$ cat src/rtl/sum_engine_pkg.sv
// Package: shared definitions for the register-mapped adder.
// Assumes word-aligned byte addressing with four 32-bit slots.
package sum_engine_pkg;

    // Word slot index, taken from address bits [3:2]
    typedef enum logic [1:0] {
        SLOT_STAT = 2'd0,
        SLOT_CTRL = 2'd1,
        SLOT_WIN  = 2'd2,
        SLOT_SUM  = 2'd3
    } slot_e;

    // Command word bit positions (software depends on these)
    localparam int CMD_GO_BIT   = 0;
    localparam int CMD_SELA_BIT = 1;
    localparam int CMD_SELB_BIT = 2;

    // Decoded access strobes for one bus cycle
    typedef struct packed {
        logic ctrl_wr;
        logic win_wr;
        logic add_go;
    } wr_hits_t;

endpackage

$ cat src/rtl/sum_engine_decode.sv
// Module: address decoder.
// Maps a byte address onto one of four word slots. Any address with
// nonzero low bits or nonzero bits above the slot field is unmapped.
// Assumes ADDR_W >= 5 so that an unmapped range exists.
module sum_engine_decode
    import sum_engine_pkg::*;
#(
    parameter int ADDR_W = 8
) (
    input  logic [ADDR_W-1:0] addr,
    output logic              mapped,
    output slot_e             slot
);

    localparam int SLOT_LSB = 2;
    localparam int HIGH_LSB = 4;

    // Check alignment and range, then extract the slot field
    always_comb begin
        mapped = (addr[SLOT_LSB-1:0] == '0) && (addr[ADDR_W-1:HIGH_LSB] == '0);
        slot   = slot_e'(addr[HIGH_LSB-1:SLOT_LSB]);
    end

endmodule

$ cat src/rtl/sum_engine_operands.sv
// Module: select bits and operand bank.
// Holds the two select bits and the A/B operand registers. The window
// reaches A when its select is set (A wins over B), else B when its
// select is set, else nothing. Assumes the write strobes are already
// decoded and last one cycle.
module sum_engine_operands
    import sum_engine_pkg::*;
#(
    parameter int DATA_W = 32
) (
    input  logic              clk,
    input  logic              rst_n,
    input  logic              ctrl_wr,
    input  logic              win_wr,
    input  logic [DATA_W-1:0] wdata,
    output logic              sel_a,
    output logic              sel_b,
    output logic [DATA_W-1:0] opa,
    output logic [DATA_W-1:0] opb,
    output logic [DATA_W-1:0] win_rdata
);

    logic tgt_a;
    logic tgt_b;

    // Resolve the window target with A taking priority
    always_comb begin
        tgt_a = sel_a;
        tgt_b = sel_b && !sel_a;
    end

    // Store both select bits on every command write
    always_ff @(posedge clk) begin
        if (!rst_n) begin
            sel_a <= 1'b0;
            sel_b <= 1'b0;
        end else if (ctrl_wr) begin
            sel_a <= wdata[CMD_SELA_BIT];
            sel_b <= wdata[CMD_SELB_BIT];
        end
    end

    // Load operand A from the window when it is the target
    always_ff @(posedge clk) begin
        if (!rst_n) begin
            opa <= '0;
        end else if (win_wr && tgt_a) begin
            opa <= wdata;
        end
    end

    // Load operand B from the window when it is the target
    always_ff @(posedge clk) begin
        if (!rst_n) begin
            opb <= '0;
        end else if (win_wr && tgt_b) begin
            opb <= wdata;
        end
    end

    // Return the targeted operand, or zero with no target
    always_comb begin
        if (tgt_a) begin
            win_rdata = opa;
        end else if (tgt_b) begin
            win_rdata = opb;
        end else begin
            win_rdata = '0;
        end
    end

endmodule

$ cat src/rtl/sum_engine_adder.sv
// Module: adder and result register.
// Adds the operands combinationally and captures the sum on the edge
// that takes the go command. The carry out is dropped. Assumes the
// operands are stable during the command cycle.
module sum_engine_adder #(
    parameter int DATA_W = 32
) (
    input  logic              clk,
    input  logic              rst_n,
    input  logic              add_go,
    input  logic [DATA_W-1:0] opa,
    input  logic [DATA_W-1:0] opb,
    output logic [DATA_W-1:0] sum_q
);

    logic [DATA_W:0] carry;
    logic [DATA_W-1:0] sum_d;

    assign carry[0] = 1'b0;

    // Ripple chain, one full adder per bit
    for (genvar i = 0; i < DATA_W; i++) begin : g_bit
        always_comb begin
            sum_d[i]   = opa[i] ^ opb[i] ^ carry[i];
            carry[i+1] = (opa[i] & opb[i]) | (carry[i] & (opa[i] ^ opb[i]));
        end
    end

    // Capture the sum on a go command; hold it otherwise
    always_ff @(posedge clk) begin
        if (!rst_n) begin
            sum_q <= '0;
        end else if (add_go) begin
            sum_q <= sum_d;
        end
    end

endmodule

$ cat src/rtl/sum_engine.sv
// Module: register-mapped 32-bit adder coprocessor (top).
// Decodes single-cycle bus requests, routes writes into the select bits
// and the operand bank, and triggers the adder. Read data and the
// acknowledge are registered, one cycle after the request.
// Assumes requests last one cycle and that a cycle with both strobes
// performs the write and returns the value from before that write.
module sum_engine
    import sum_engine_pkg::*;
#(
    parameter int ADDR_W = 8,
    parameter int DATA_W = 32
) (
    input  logic              clk,
    input  logic              rst_n,
    input  logic [ADDR_W-1:0] bus_addr,
    input  logic              bus_wr,
    input  logic [DATA_W-1:0] bus_wdata,
    input  logic              bus_rd,
    output logic [DATA_W-1:0] bus_rdata,
    output logic              bus_ack
);

    logic              mapped;
    slot_e             slot;
    wr_hits_t          hits;
    logic              sel_a;
    logic              sel_b;
    logic [DATA_W-1:0] opa;
    logic [DATA_W-1:0] opb;
    logic [DATA_W-1:0] win_rdata;
    logic [DATA_W-1:0] sum_q;
    logic [DATA_W-1:0] rd_mux;

    sum_engine_decode #(.ADDR_W(ADDR_W)) u_dec (
        .addr   (bus_addr),
        .mapped (mapped),
        .slot   (slot)
    );

    // Qualify the write strobe with the decoded slot
    always_comb begin
        hits.ctrl_wr = bus_wr && mapped && (slot == SLOT_CTRL);
        hits.win_wr  = bus_wr && mapped && (slot == SLOT_WIN);
        hits.add_go  = hits.ctrl_wr && bus_wdata[CMD_GO_BIT];
    end

    sum_engine_operands #(.DATA_W(DATA_W)) u_ops (
        .clk       (clk),
        .rst_n     (rst_n),
        .ctrl_wr   (hits.ctrl_wr),
        .win_wr    (hits.win_wr),
        .wdata     (bus_wdata),
        .sel_a     (sel_a),
        .sel_b     (sel_b),
        .opa       (opa),
        .opb       (opb),
        .win_rdata (win_rdata)
    );

    sum_engine_adder #(.DATA_W(DATA_W)) u_add (
        .clk    (clk),
        .rst_n  (rst_n),
        .add_go (hits.add_go),
        .opa    (opa),
        .opb    (opb),
        .sum_q  (sum_q)
    );

    // Select the read value for the addressed slot
    always_comb begin
        rd_mux = '0;
        if (mapped) begin
            unique case (slot)
                SLOT_STAT: rd_mux = '0;
                SLOT_CTRL: begin
                    rd_mux[CMD_SELA_BIT] = sel_a;
                    rd_mux[CMD_SELB_BIT] = sel_b;
                end
                SLOT_WIN:  rd_mux = win_rdata;
                SLOT_SUM:  rd_mux = sum_q;
                default:   rd_mux = '0;
            endcase
        end
    end

    // Register the read data and the acknowledge
    always_ff @(posedge clk) begin
        if (!rst_n) begin
            bus_rdata <= '0;
            bus_ack   <= 1'b0;
        end else begin
            bus_rdata <= bus_rd ? rd_mux : '0;
            bus_ack   <= bus_rd || bus_wr;
        end
    end

endmodule

$ cat config.mk
export PLATFORM = sky130hd
export DESIGN_NAME = sum_engine
export DESIGN_NICKNAME = d
export VERILOG_FILES = /design/src/rtl/sum_engine_pkg.sv /design/src/rtl/sum_engine_decode.sv /design/src/rtl/sum_engine_operands.sv /design/src/rtl/sum_engine_adder.sv /design/src/rtl/sum_engine.sv
export SDC_FILE = /design/constraint.sdc
export NUM_CORES = 1
export LEC_CHECK = 0
export CAP_MARGIN = 40
export CORE_MARGIN = 5
export CORE_UTILIZATION = 40
export DETAILED_ROUTE_END_ITERATION = 6
export GPL_ROUTABILITY_DRIVEN = 0
export SYNTH_ARGS = -nofsm -noshare
export SYNTH_HDL_FRONTEND = slang
export SYNTH_SLANG_ARGS = --single-unit
$ cat constraint.sdc
create_clock -name clk -period 17.9 [get_ports clk]
set_input_delay 3.58 -clock clk [delete_from_list [all_inputs] [get_ports clk]]
set_output_delay 3.58 -clock clk [all_outputs]
set_load 0.05 [all_outputs]
==> impl_summary.txt <==
----------------------------------------------------
[Clock tree]
  TritonCTS clock tree ... done
  Post-CTS resize count ... 0
  Clock tree root driver cell ... sky130_fd_sc_hd__clkbuf_16
  # hold bufs at CTS ... 0
  Num Clock Sinks ... approximately 130
  Worst-case clock buffer depth ... 2
  Number of H-tree levels ... 4
  Clock latency on the worst-skew pair ... 410 ps
  CTS clock-pin slew for the worst setup and hold paths ... 50 ps
  Post-CTS setup buffer count ... 0
  Total clock buffers created by CTS ... 17

[Timing]
  Setup TNS ... 0 ps
  Unrepaired setup endpoints after global routing ... false
  Tcrit/Tclk final ... 72.6%
  Worst Slack Setup Final ... ~4900 ps
  Slew Viols, Final ... 0
  Clock Skews ... 7.73 ps
  Least-Margin Pin Slew ... around 820 ps
  Number of hold violations in the final report ... 0
  Tightest slew margin relative to the limit ... 45.6%
  Maximum achievable frequency ... roughly 77 MHz
  Post-route minimum period ... roughly 13000 ps
  Count of endpoints failing setup in the final report ... 0

[Power and ir drop]
  Register share of total power ... 45.9%
  Post-layout total power ... roughly 0.00064 W
  Relative contribution of combinational cells to total power ... under 10%
  Power density normalized to cell area ... between 80 and 90 mW/mm^2
  Leakage power total ... between 3 and 4 nW
  Switching power as a share of total power ... between 20% and 30%
  Maximum vdd ir drop ... slightly below 0.06 mV
  Sw power ... between 0.0001 and 0.00015 W
  Internal portion of total power ... between 0.0005 and 0.0006 W
  Power share of the clock group ... around half

[Place]
  Worst-case setup slack after placement ... approximately 4900 ps
  Number of placed instances, taps included ... around 830
  Sum of net half-perimeters after detailed placement ... 8560 um
  Post-Place Cell Area ... about 0.0067 mm^2
  Count of buffers inserted at the top-level ports ... between 70 and 80

[Min path]
  Hold Path Class ... register to register

[Detailed routing]
  DRT iter0 DRCs ... 253
  Drt total wl ... about 13000 um
  Total via count in the routed design ... roughly 4300
  First drt pass iteration count ... 4
  Post-route antenna net violation count ... 0
  Average routed wire per standard cell ... approximately 15 um
  Vias per cell ... about 5
  Residual DRC ... 0

[Worst setup path]
  Largest stage delay, worst path ... about 420 ps
  CP Launch Type ... register
  Worst EP required ... 18240 ps
  Crit Path Class ... register to register
  Arrival time reported for the critical path endpoint ... 13330 ps
  Largest fanout on the critical path ... 3
  Slowest cell on crit path ... sky130_fd_sc_hd__fa_1
  Family with the most delay on the worst path ... adder cells
  Most common cell type on the critical path ... sky130_fd_sc_hd__fa_1
  CP endpoint kind ... register
  Number of buffers and inverters on the critical path ... 2

[GRT]
  Vias in the first global route ... about 4500
  First-pass GRT wire length ... between 20000 and 25000 um
  All-layer global routing usage ... between 15 and 20%
  Number of antenna violations at the first check in global routing ... 0
  Maximum number of pins on one net before global-route repair ... between 80 and 90
  Global-route congestion overflow total ... 0

[Synthesis]
  Instance count of the mapped netlist ... 603
  Post-Synthesis Cell Area ... approximately 0.0058 mm^2
  Synth warn ... 0
  Synthesized netlist net count ... approximately 680
  Mean area per synthesized cell ... slightly below 10 um^2
  Flip-flop and latch count after synthesis ... about 130
  Sequential-to-total area share from yosys stat ... between 40% and 50%
  Cell variety after synth ... 28

[Finish]
  Area taken by flip-flops and latches ... approximately 0.0026 mm^2
  Area of the multi-input gates ... around 0.0030 mm^2
  Ratio of cells with drive above 1 in the final layout ... about 6.2%
  Area Overhead vs Synth ... 24.6%
  Fill cell instance count of the final layout ... 1331
  Number of nets in the finished design ... ~740
  Inserted Diodes ... 0
  Fin cells ... between 800 and 900
  Post-layout instance area ... just over 0.007 mm^2

[Die]
  Total die area ... about 0.017 mm^2
  Chip height ... 131 um
  Site Rows ... 44
  Initial cell density of the core ... a little over 40%
  Width of the die ... approximately 130 um
  Number of top-level pins ... 77
  Placeable core region ... 0.0144 mm^2

[Outcome]
  Result of the run ... complete, no violations

[Job]
  Maxcap violations ... 0

----------------------------------------------------
[cells in the final DEF (no fill, tap or decap)]
master / instances
sky130_fd_sc_hd__clkdlybuf4s50_1: 75
sky130_fd_sc_hd__nand2b_1: 2
sky130_fd_sc_hd__clkbuf_16: 17
sky130_fd_sc_hd__mux2_2: 2
sky130_fd_sc_hd__and3b_1: 2
sky130_fd_sc_hd__fa_1: 30
sky130_fd_sc_hd__nor3_1: 30
sky130_fd_sc_hd__mux2i_1: 98
sky130_fd_sc_hd__clkinv_2: 4
sky130_fd_sc_hd__a221oi_1: 30
sky130_fd_sc_hd__nor2b_1: 16
sky130_fd_sc_hd__dfxtp_1: 130
sky130_fd_sc_hd__inv_1: 5
sky130_fd_sc_hd__a21oi_1: 2
sky130_fd_sc_hd__o221ai_1: 1
sky130_fd_sc_hd__buf_16: 1
sky130_fd_sc_hd__clkbuf_8: 6
sky130_fd_sc_hd__o21ai_0: 1
sky130_fd_sc_hd__buf_4: 9
sky130_fd_sc_hd__nand4_1: 3
sky130_fd_sc_hd__nand2_1: 162
sky130_fd_sc_hd__nor2_1: 31
sky130_fd_sc_hd__o21a_1: 1
sky130_fd_sc_hd__a21o_1: 1
sky130_fd_sc_hd__ha_1: 1
sky130_fd_sc_hd__and2_1: 2
sky130_fd_sc_hd__nor4_4: 1
sky130_fd_sc_hd__dfxtp_2: 1
sky130_fd_sc_hd__nand3_1: 2
sky130_fd_sc_hd__nor3b_1: 1
sky130_fd_sc_hd__xor2_1: 1
sky130_fd_sc_hd__nand4_2: 1
sky130_fd_sc_hd__clkbuf_1: 5
[synthesized netlist by cell type]
cell type	instances	area [um^2]
sky130_fd_sc_hd__buf_2	10	50.1
sky130_fd_sc_hd__and3b_1	2	17.5
sky130_fd_sc_hd__o221ai_1	1	8.76
sky130_fd_sc_hd__nor3b_1	1	7.51
sky130_fd_sc_hd__o21a_1	1	7.51
sky130_fd_sc_hd__mux2i_1	98	981
sky130_fd_sc_hd__dfxtp_1	131	2620
sky130_fd_sc_hd__nor2_1	31	116
sky130_fd_sc_hd__fa_1	30	601
sky130_fd_sc_hd__nor2b_1	16	100
sky130_fd_sc_hd__o21ai_0	1	5.00
sky130_fd_sc_hd__nand4_2	1	12.5
sky130_fd_sc_hd__a221oi_1	30	263
sky130_fd_sc_hd__nor4_4	1	21.3
sky130_fd_sc_hd__xor2_1	1	8.76
sky130_fd_sc_hd__nand3_1	2	10.0
sky130_fd_sc_hd__clkbuf_1	35	131
sky130_fd_sc_hd__nor3_1	30	150
sky130_fd_sc_hd__buf_1	1	3.75
sky130_fd_sc_hd__mux2_2	2	22.5
sky130_fd_sc_hd__a21o_1	1	7.51
sky130_fd_sc_hd__nand4_1	3	18.8
sky130_fd_sc_hd__a21oi_1	2	10.0
sky130_fd_sc_hd__nand2_1	162	608
sky130_fd_sc_hd__ha_1	1	12.5
sky130_fd_sc_hd__and2_1	2	12.5
sky130_fd_sc_hd__inv_1	5	18.8
sky130_fd_sc_hd__nand2b_1	2	12.5
[sequential cells by signal, indices dropped and copies added (netlist names)]
signal and count:
bus_ack 1, bus_rdata 32, u_add.sum_q 32, u_ops.opa 32, u_ops.opb 32, u_ops.sel_a 1, u_ops.sel_b 1
[logic make-up (layout without fill, tap and decap cells)]
logic type | after synthesis | after routing | share of synthesized area, %
DFF | 131 | 131 | 44.9
xor gates and xnor gates | 1 | 1 | 0.150
buffers and inverters | 51 | 122 | 3.49
AOI/OAI and AO/OA | 36 | 36 | 5.16
muxes | 100 | 100 | 17.2
and+or+nand+nor | 253 | 253 | 18.6
adders and majority gates | 31 | 31 | 10.5
[worst register-to-register path, delay by kind of cell, from the launching register on]
kind,cells,cell delay [ps]
fa+ha+maj,31,11850
mux,2,450
flops,1,320
buf+inv,2,140
xor+xnor,1,160
[through the flow]
step	util (%)	hold slack (ps)
floorplan	-	435
global placement	46.5	445
detailed placement	46.7	452
CTS	50.5	461
global route	50.5	474
finish	50.5	459
[power by group through the flow]
stage	Sequential [W]	Combinational [W]	Clock, W
2_1_floorplan	0.000299	0.0000139	0
3_3_place_gp	0.000298	0.0000282	0
3_5_place_dp	0.000298	0.0000286	0
4_1_cts	0.000292	0.0000286	0.000322
5_1_grt	0.000292	0.0000313	0.000335
6_report	0.000292	0.0000285	0.000315
[final cells by class]
type	instances	share of cell area, %
inverters	5	0.258
well taps	184	3.16
multi-input cells	421	41.4
repair buffers	85	11.6
clock inverters	4	0.275
flip-flops and latches	131	36.0
clock buffers	28	7.24
[path summary, 6_finish.rpt]
path | startpoint | endpoint | slack (ps) | cells past startpoint
max | u_ops.opa[0] | u_add.sum_q[31] | 4910 | 36
min | u_add.sum_q[2] | u_add.sum_q[2] | 460 | 2
max reg2reg | u_ops.opa[0] | u_add.sum_q[31] | 4910 | 36
min reg2reg | u_add.sum_q[2] | u_add.sum_q[2] | 460 | 2
[metal layers]
layer	GRT usage, %	vias up	wire, um
met5	0	-	0
met4	5.75	0	201
met3	4.27	17	583
met2	27.3	85	6530
met1	21.2	2084	5940
li1	-	2141	-
Power figures use the tool's default switching activity.
